===== src/rtl/adiff_pkg.sv =====
// Package: shared widths for the deferred-increment absolute difference row.
// Assumes unsigned pixels; the correction is always one bit wide.
package adiff_pkg;
    parameter int PIX_W_DEF = 8;
    parameter int LANES_DEF = 4;
endpackage


===== src/rtl/adiff_elem.sv =====
// Module: one absolute-difference lane without the final incrementer.
// Assumes cur_n holds the bitwise complement of the current pixel.
// The exact |ref - cur| equals mag + corr; the addition is left to the consumer.
module adiff_elem #(
    parameter int PIX_W = adiff_pkg::PIX_W_DEF
) (
    input  logic [PIX_W-1:0] ref_px,
    input  logic [PIX_W-1:0] cur_n,
    output logic [PIX_W-1:0] mag,
    output logic             corr
);
    localparam int SUM_W = PIX_W + 1;

    logic [SUM_W-1:0] sum_w;

    // Purpose: ref plus inverted cur, keep the carry, fold low bits under ~carry.
    always_comb begin
        sum_w = {1'b0, ref_px} + {1'b0, cur_n};
        corr  = sum_w[PIX_W];
        mag   = sum_w[PIX_W-1:0] ^ {PIX_W{~sum_w[PIX_W]}};
    end
endmodule


===== src/rtl/adiff_fold.sv =====
// Module: test-only folding of the correction bit into the magnitude.
// Assumes mag + corr never exceeds the pixel range (true for absolute differences).
module adiff_fold #(
    parameter int PIX_W = adiff_pkg::PIX_W_DEF
) (
    input  logic [PIX_W-1:0] mag,
    input  logic             corr,
    output logic [PIX_W-1:0] exact
);
    // Purpose: reconstruct the exact difference for standalone checking.
    always_comb begin
        exact = mag + {{(PIX_W-1){1'b0}}, corr};
    end
endmodule


===== src/rtl/adiff_row.sv =====
// Module: row of LANES deferred-increment absolute-difference lanes.
// Assumes packed buses with lane k in slice [k*PIX_W +: PIX_W]; purely combinational.
module adiff_row #(
    parameter int PIX_W = adiff_pkg::PIX_W_DEF,
    parameter int LANES = adiff_pkg::LANES_DEF
) (
    input  logic [LANES*PIX_W-1:0] ref_pix,
    input  logic [LANES*PIX_W-1:0] cur_n_pix,
    output logic [LANES*PIX_W-1:0] mag_out,
    output logic [LANES-1:0]       corr_out,
    output logic [LANES*PIX_W-1:0] check_out
);
    // Purpose: one element and one test fold per lane.
    for (genvar k = 0; k < LANES; k++) begin : g_lane
        adiff_elem #(.PIX_W(PIX_W)) u_elem (
            .ref_px (ref_pix[k*PIX_W +: PIX_W]),
            .cur_n  (cur_n_pix[k*PIX_W +: PIX_W]),
            .mag    (mag_out[k*PIX_W +: PIX_W]),
            .corr   (corr_out[k])
        );
        adiff_fold #(.PIX_W(PIX_W)) u_fold (
            .mag   (mag_out[k*PIX_W +: PIX_W]),
            .corr  (corr_out[k]),
            .exact (check_out[k*PIX_W +: PIX_W])
        );
    end
endmodule


===== config.mk =====
export PLATFORM = sky130hd
export DESIGN_NAME = adiff_row
export DESIGN_NICKNAME = d
export VERILOG_FILES = /design/src/rtl/adiff_pkg.sv /design/src/rtl/adiff_elem.sv /design/src/rtl/adiff_fold.sv /design/src/rtl/adiff_row.sv
export SDC_FILE = /design/constraint.sdc
export NUM_CORES = 1
export LEC_CHECK = 0
export ABC_AREA = 1
export ABC_CLOCK_PERIOD_IN_PS = 2350
export BUFFER_PORTS_ARGS = -buffer_cell sky130_fd_sc_hd__buf_2
export CAP_MARGIN = 20
export CORE_AREA = 2 2 80 82
export DETAILED_ROUTE_END_ITERATION = 7
export DIE_AREA = 0 0 82 84
export GPL_TIMING_DRIVEN = 1
export PLACE_DENSITY = 0.82
export SYNTH_ARGS = -nofsm -noshare
export SYNTH_HDL_FRONTEND = slang
export SYNTH_SLANG_ARGS = --single-unit

===== constraint.sdc =====
create_clock -name vclk -period 2.35
set_input_delay 0.1175 -clock vclk [all_inputs]
set_output_delay 0.1175 -clock vclk [all_outputs]
set_load 0.005 [all_outputs]

Word level (Yosys, flattened, before mapping) --
Index checks and enable logic that the tools add are counted.
Word-level totals: logic and storage cells 16, bits of input ports 64, register bits after elaboration 0
Operators by class: bitwise gates (word level) 8, add/subtract/negate cells 8
Operators by type and width (number):
- 8-bit by 8-bit adder with 9-bit output | 4
- 8-bit by 1-bit adder with 8-bit output | 4
- 8-bit bitwise XOR | 4
- 1-bit inverter | 4

Logic depth before layout (Yosys ltp) --
Gate-level depths: netlist of the first run.
depth in word-level cells 4, gate-level depth with buffers 17, depth with buffers taken out 17

By module --
From an unflattened synthesis of the first run, not the netlist that was laid out.
Second synthesis, totals: cell total of the unflattened synthesis 472, area, all modules 2672.6 um^2
By module, submodules not included:
- adiff_elem | times used 4, area an instance 520.5 um^2, sequential area each 0.0 um^2, cells each 89
- adiff_fold | times used 4, area an instance 147.6 um^2, sequential area each 0.0 um^2, cells each 29

Least setup slack after synthesis of the first run --
OpenSTA, ideal clock, no wires.
kind input to output, start point input port ref_pix[16], end point output port check_out[22], path buffers 1, stages on the path 16, slack 0.195 ns, data arrival time 2.038 ns, data required time 2.233 ns, path through ha_1 > inv_1 > fa_1 > inv_1 > nand2_1 > nand2_1 > nand3_4 > nand2_4 > buf_8 > ha_1 > ha_1 > nand2_1 > nor2_2 > nand2_1 > nand2_1 > nand2_1
Between the ends: longest elaborated chain between the ends 4
RTL lines:
- start: declaration | line adiff_row.sv:7 | input logic [LANES*PIX_W-1:0] ref_pix,
- 8-bit by 8-bit adder with 9-bit output (*) | line adiff_elem.sv:18 | sum_w = {1'b0, ref_px} + {1'b0, cur_n};
- via g_lane[2].u_elem.corr | line adiff_elem.sv:10 | output logic corr
- 1-bit inverter | line adiff_elem.sv:20 | mag = sum_w[PIX_W-1:0] ^ {PIX_W{~sum_w[PIX_W]}};
- 8-bit bitwise XOR | line adiff_elem.sv:20
- 8-bit by 1-bit adder with 8-bit output (*) | line adiff_fold.sv:12 | exact = mag + {{(PIX_W-1){1'b0}}, corr};
- end: declaration | line adiff_row.sv:11 | output logic [LANES*PIX_W-1:0] check_out
Mark *: on every way through the listed nets, which the timed path passes. The rest lies on a longest branch.

Worst setup path after layout of the first run --
start point input port ref_pix[24], end point output port check_out[30]
Between the ends: longest elaborated chain between the ends 4
RTL lines (line):
- 8-bit by 8-bit adder with 9-bit output (*) | adiff_elem.sv:18
- 1-bit inverter | adiff_elem.sv:20
- 8-bit bitwise XOR | adiff_elem.sv:20
- 8-bit by 1-bit adder with 8-bit output (*) | adiff_fold.sv:12
Every way passes the cells marked *; elsewhere a longest branch is shown, timed or not.

==> summary.md, run 1 <==
| Metric | Value |
|---|---|
| Final wirelength | `7030 um` |
| Initial drt markers | `71` |
| Vias in the first global route | `3091` |
| Cell Area, Synth | `0.00292 mm^2` |
| CP Capture Type | `output pin` |
| Fill cells | `570` |
| Hold Path Class | `primary input to output pin` |
| Hold Buf Count CTS | `0` |
| CP startpoint kind | `primary input` |
| Crit path max fanout | `6` |
| Post-synthesis cell type count | `25` |
| Wire length per cell | `10.4 um` |
| Die footprint | `0.00689 mm^2` |
| LEAKAGE | `2.27 nW` |
| Relative slew margins | `0.785` |
| Setup violations, final | `0` |
| IO Port Bufs | `132` |
| Wire length of the first global-routing pass | `11900 um` |
| Fmax | `0.456 GHz` |
| WP data arrival | `2.08 ns` |
| Clock buffer cells | `0` |
| Die Span Y | `84 um` |
| Post-route ant nets | `0` |
| Seq cells | `0` |
| Period utilisation layout | `0.934` |
| Yosys warnings | `0` |
| Final Hold Fails | `0` |
| Syn Area/Cell | `6.25 um^2` |
| Worst path required time | `2.23 ns` |
| Post-Syn Instances | `467` |
| Final instance area | `0.00381 mm^2` |
| Placed Area | `0.00363 mm^2` |
| Worst vdd ir | `0.283 mV` |
| Status | `completed` |
| Initial antenna violation count | `0` |
| GPL Wtd Cong | `0.842` |
| Least-Margin Pin Slew | `0.321 ns` |
| Minimum clock period | `2.20 ns` |
| Multi-input logic area | `0.00267 mm^2` |
| RSZ-0062 raised after global routing | `false` |
| Overall Power | `1.46 mW` |
| Detailed placement HPWL | `6200 um` |
| Area Growth Syn to Fin | `30.6%` |
| Setup TNS | `0 ns` |
| Initial Utilization | `0.479` |
| Power Dens Cells | `384 mW/mm^2` |
| Worst Setup Path Type | `primary input to output pin` |
| Final nets | `711` |
| Syn nets | `575` |
| GR Overflow Total | `0` |
| # IOs | `132` |
| Max-Cap Viols | `0` |
| N_diodes | `0` |
| Routed vias/inst | `4.87` |
| Sequential area share after synthesis | `0` |
| Total iterations of the first detailed-routing run | `4` |
| Fraction of layout cells with a size suffix above 1 | `0.384` |
| Core footprint | `0.00610 mm^2` |
| Cell row count | `29` |
| GRT Total Usage | `0.197` |
| Largest net degree at the start of global routing | `10` |
| Via count | `3303` |
| Drt drc | `0` |
| Die width | `82 um` |
| Fin. max-slew vios | `0` |
| FF/Latch Area | `0 um^2` |
## worst max-delay path: stages
cell and delay, ns:
buf_2 0.10, ha_1 0.23, fa_2 0.36, nand2_1 0.08
nand2_2 0.08, nand3_4 0.11, nand2_2 0.12, ha_1 0.25
ha_1 0.24, nand2_1 0.09, nor2_2 0.05, nand2_1 0.05
nand2_1 0.04, nand2_1 0.04, buf_2 0.10
## kinds of logic (layout without fill, tap and decap cells)
kind of cell    Yosys count  count (layout)  synth area share
buf+inv                  83             217             0.125
fa+ha+maj                44              44             0.199
xor+xnor                 24              24            0.0720
compound gates           23              23            0.0566
simple gates            293             293             0.548
## layout by cell type (no fill, tap or decap), types with 3 or more instances in the layout
master    count
nand3_4      11
o21bai_1      3
nor2_4        7
xnor2_1       7
nor2_2        8
xor2_1       17
inv_2         4
buf_4         7
a21oi_4       4
a31oi_1       4
or2_1         3
nand3_1      40
nand3b_1     16
inv_1        71
ha_2          3
a21oi_1      12
nand2_2      26
buf_2       132
nor2_1        9
ha_1         35
nand2_1     153
nand2_4      19
fa_2          4
## report_power, final
part | internal (mW) | switching [mW] | total, mW
combinational | 0.624 | 0.840 | 1.46
clock | 0 | 0 | 0
sequential | 0 | 0 | 0
## stage by stage
| stage | setup slack [ns] | util | hold WS, ns | cells |
|---|---|---|---|---|
| 6_report | 0.155 | 0.626 | 0.598 | 678 |
| 4_1_cts | 0.0178 | 0.596 | 0.606 | 673 |
| 2_1_floorplan | 0.195 | - | 0.395 | 467 |
| 5_1_grt | 0.00370 | 0.626 | 0.631 | 678 |
| 3_3_place_gp | 0.0850 | 0.596 | 0.591 | 673 |
| 3_5_place_dp | -0.00255 | 0.596 | 0.600 | 673 |
## cell usage after synthesis (6+ instances only)
cell type | instances | area share
nand2_1 | 157 | 0.20
inv_1 | 71 | 0.091
ha_1 | 40 | 0.17
nand3_1 | 40 | 0.069
nand2_2 | 26 | 0.056
xor2_1 | 17 | 0.051
nand2_4 | 16 | 0.062
nand3b_1 | 16 | 0.041
a21oi_1 | 12 | 0.021
nor2_1 | 12 | 0.015
nand3_4 | 9 | 0.054
xnor2_1 | 7 | 0.021
nor2_2 | 6 | 0.013
nor2_4 | 6 | 0.023
## area by class of cell
class,count,share of cell area
inverter,75,0.0738
multi-input combinational,384,0.700
tap,77,0.0253
timing repair buffer,142,0.200
## metal layers
layer | track usage | up-vias | wire, um
met5 | 0 | - | 0
met4 | 0.0242 | 0 | 66
met3 | 0.00108 | 8 | 303
met2 | 0.407 | 91 | 3830
met1 | 0.220 | 1460 | 2840
li1 | - | 1744 | -
## worst paths after layout
| path | endpoint | slack [ns] | start | cells after the start |
|---|---|---|---|---|
| setup / recovery | check_out[30] | 0.15 | ref_pix[24] | 15 |
| hold / removal | check_out[0] | 0.60 | cur_n_pix[0] | 4 |
## timing repair
item                                    CTS  global route
resized for setup                         2            28
hold endpoints to repair                  0             0
pin swaps                                 0             8
gates cloned                              0             1
setup buffers                             0             4
endpoints found under the setup margin    2            17
(Power assumes the default switching activity.)
==> run 2: changes to the inputs <==
Settings changed: CELL_PAD_IN_SITES_DETAIL_PLACEMENT set to 1, CELL_PAD_IN_SITES_GLOBAL_PLACEMENT set to 1, CORE_AREA 2 2 80 82 to 2 2 98 100, DIE_AREA 0 0 82 84 to 0 0 100 102, PLACE_DENSITY 0.82 to not set, PLACE_DENSITY_LB_ADDON set to 0.1.
==> summary.md, run 2 (synthesis gave the netlist of run 1 again) <==
| Metric | Value |
|---|---|
| Die width | `100 um (was 82 um)` |
| Delay-heaviest family, CP | `simple AND/OR/NAND/NOR gates (was adder cells)` |
| CP Capture Type | `output pin (unchanged)` |
| Total iterations of the first detailed-routing run | `4 (unchanged)` |
| Largest net degree at the start of global routing | `9 (was 10)` |
| GR Overflow Total | `0 (unchanged)` |
| Multi-input logic area | `0.00266 mm^2 (was 0.00267 mm^2)` |
| Commonest non-fill, non-tap cell in the layout | `nand2_1 (unchanged)` |
| Initial antenna violation count | `0 (unchanged)` |
| Relative slew margins | `0.789 (was 0.785)` |
| Critical-path top delay cell | `fa_2 (unchanged)` |
| Setup violations, final | `0 (unchanged)` |
| Overall Power | `1.47 mW (was 1.46 mW)` |
| Wire length per cell | `11.3 um (was 10.4 um)` |
| Period utilisation layout | `0.926 (was 0.934)` |
| N_diodes | `0 (unchanged)` |
| Final Hold Slack | `0.609 ns (was 0.598 ns)` |
| CP startpoint kind | `primary input (unchanged)` |
| Die footprint | `0.0102 mm^2 (was 0.00689 mm^2)` |
| Drt drc | `0 (unchanged)` |
| GRT Total Usage | `0.152 (was 0.197)` |
| Worst Setup Path Type | `primary input to output pin (unchanged)` |
| Worst Path Buf+Inv | `2 (unchanged)` |
| Worst vdd ir | `0.137 mV (was 0.283 mV)` |
| Die Span Y | `102 um (was 84 um)` |
| Final wirelength | `8090 um (was 7030 um)` |
| Wire length of the first global-routing pass | `13600 um (was 11900 um)` |
| Seq cells | `0 (unchanged)` |
| Fmax | `0.460 GHz (was 0.456 GHz)` |
| IO Port Bufs | `132 (unchanged)` |
| Fin. max-slew vios | `0 (unchanged)` |
| Fill cells | `1285 (was 570)` |
| Initial drt markers | `21 (was 71)` |
| Highest-count cells in the layout ignoring fill and taps | `nand2_1, buf_2, inv_1, nand3_1, ha_1 (unchanged)` |
| Via count | `3282 (was 3303)` |
| Fraction of layout cells with a size suffix above 1 | `0.391 (was 0.384)` |
| Worst path required time | `2.23 ns (about the same)` |
| Post-route ant nets | `0 (unchanged)` |
| Hold Buf Count CTS | `0 (unchanged)` |
| LEAKAGE | `2.28 nW (was 2.27 nW)` |
| Cell Chain, Critical Path | `buf_2 > ha_1 > fa_2 > nand2_1 > nand2_1 > nand3_4 > nand3b_1 > nand2_2 > ha_2 > nand2_1 > nor2_4 > nand2_1 > nand2_1 > nand2_1 > buf_2 (was buf_2 > ha_1 > fa_2 > nand2_1 > nand2_2 > nand3_4 > nand2_2 > ha_1 > ha_1 > nand2_1 > nor2_2 > nand2_1 > nand2_1 > nand2_1 > buf_2)` |
| Final nets | `716 (was 711)` |
| Vias in the first global route | `3242 (was 3091)` |
| Routed vias/inst | `4.58 (was 4.87)` |
| # IOs | `132 (unchanged)` |
| Minimum clock period | `2.18 ns (was 2.20 ns)` |
| Most used cell along the critical path | `nand2_1 (unchanged)` |
| Highest cell delay on the worst timing path | `0.36 ns (about the same)` |
| Placed Area | `0.00372 mm^2 (was 0.00363 mm^2)` |
| Status | `completed (unchanged)` |
| FF/Latch Area | `0 um^2 (unchanged)` |
| Final instance area | `0.00386 mm^2 (was 0.00381 mm^2)` |
| Area Growth Syn to Fin | `32.2% (was 30.6%)` |
| Core footprint | `0.00911 mm^2 (was 0.00610 mm^2)` |
| Cell row count | `35 (was 29)` |
| Initial Utilization | `0.320 (was 0.479)` |
| Hold Path Class | `primary input to output pin (unchanged)` |
| RSZ-0062 raised after global routing | `false (unchanged)` |
| Clock buffer cells | `0 (unchanged)` |
| Detailed placement HPWL | `7350 um (was 6200 um)` |
| Power Dens Cells | `382 mW/mm^2 (was 384 mW/mm^2)` |
| WP data arrival | `2.06 ns (was 2.08 ns)` |
| Crit path max fanout | `6 (unchanged)` |
| GPL Wtd Cong | `0.780 (was 0.842)` |
| Least-Margin Pin Slew | `0.316 ns (was 0.321 ns)` |
| Final Hold Fails | `0 (unchanged)` |
| Max-Cap Viols | `0 (unchanged)` |
run 2: final cells by class:
cell class,count,share of cell area
multi-input cells,384,0.689
repair buffers,147,0.202
well taps,111,0.0360
inverters,75,0.0730
run 2: metal layers:
layer  track usage  up-vias  share of wire
met5             0        -              0
met4             0        0              0
met3       0.00889        0          0.038
met2         0.300       61           0.53
met1         0.191     1480           0.44
li1              -     1741              -
run 2: per-stage QoR:
step                       util  worst slack (ns)  TNS (ns)  instances
final                     0.424             0.174         0        717
after global routing      0.424           0.00771         0        717
after CTS                 0.409           0.00552         0        713
after detailed placement  0.408           -0.0101   -0.0101        713
after global placement    0.408            0.0576         0        713
after floorplan               -             0.195         0        467
run 2: power by group:
group	internal, mW	switching (mW)	total, mW
registers	0	0	0
logic	0.624	0.850	1.47
clock network	0	0	0
run 2: final timing paths:
check / slack (ns) / startpoint / endpoint / depth (start not counted)
worst max-delay path: 0.17 / ref_pix[0] / check_out[6] / 15
worst min-delay path: 0.61 / cur_n_pix[24] / check_out[24] / 4
run 2: repair_timing:
item / CTS / global route
resized for setup: 1 / 28
endpoints found under the hold margin: 0 / 0
endpoints found under the setup margin: 1 / 16
pin swaps: 0 / 7
buffers inserted: 0 / 4
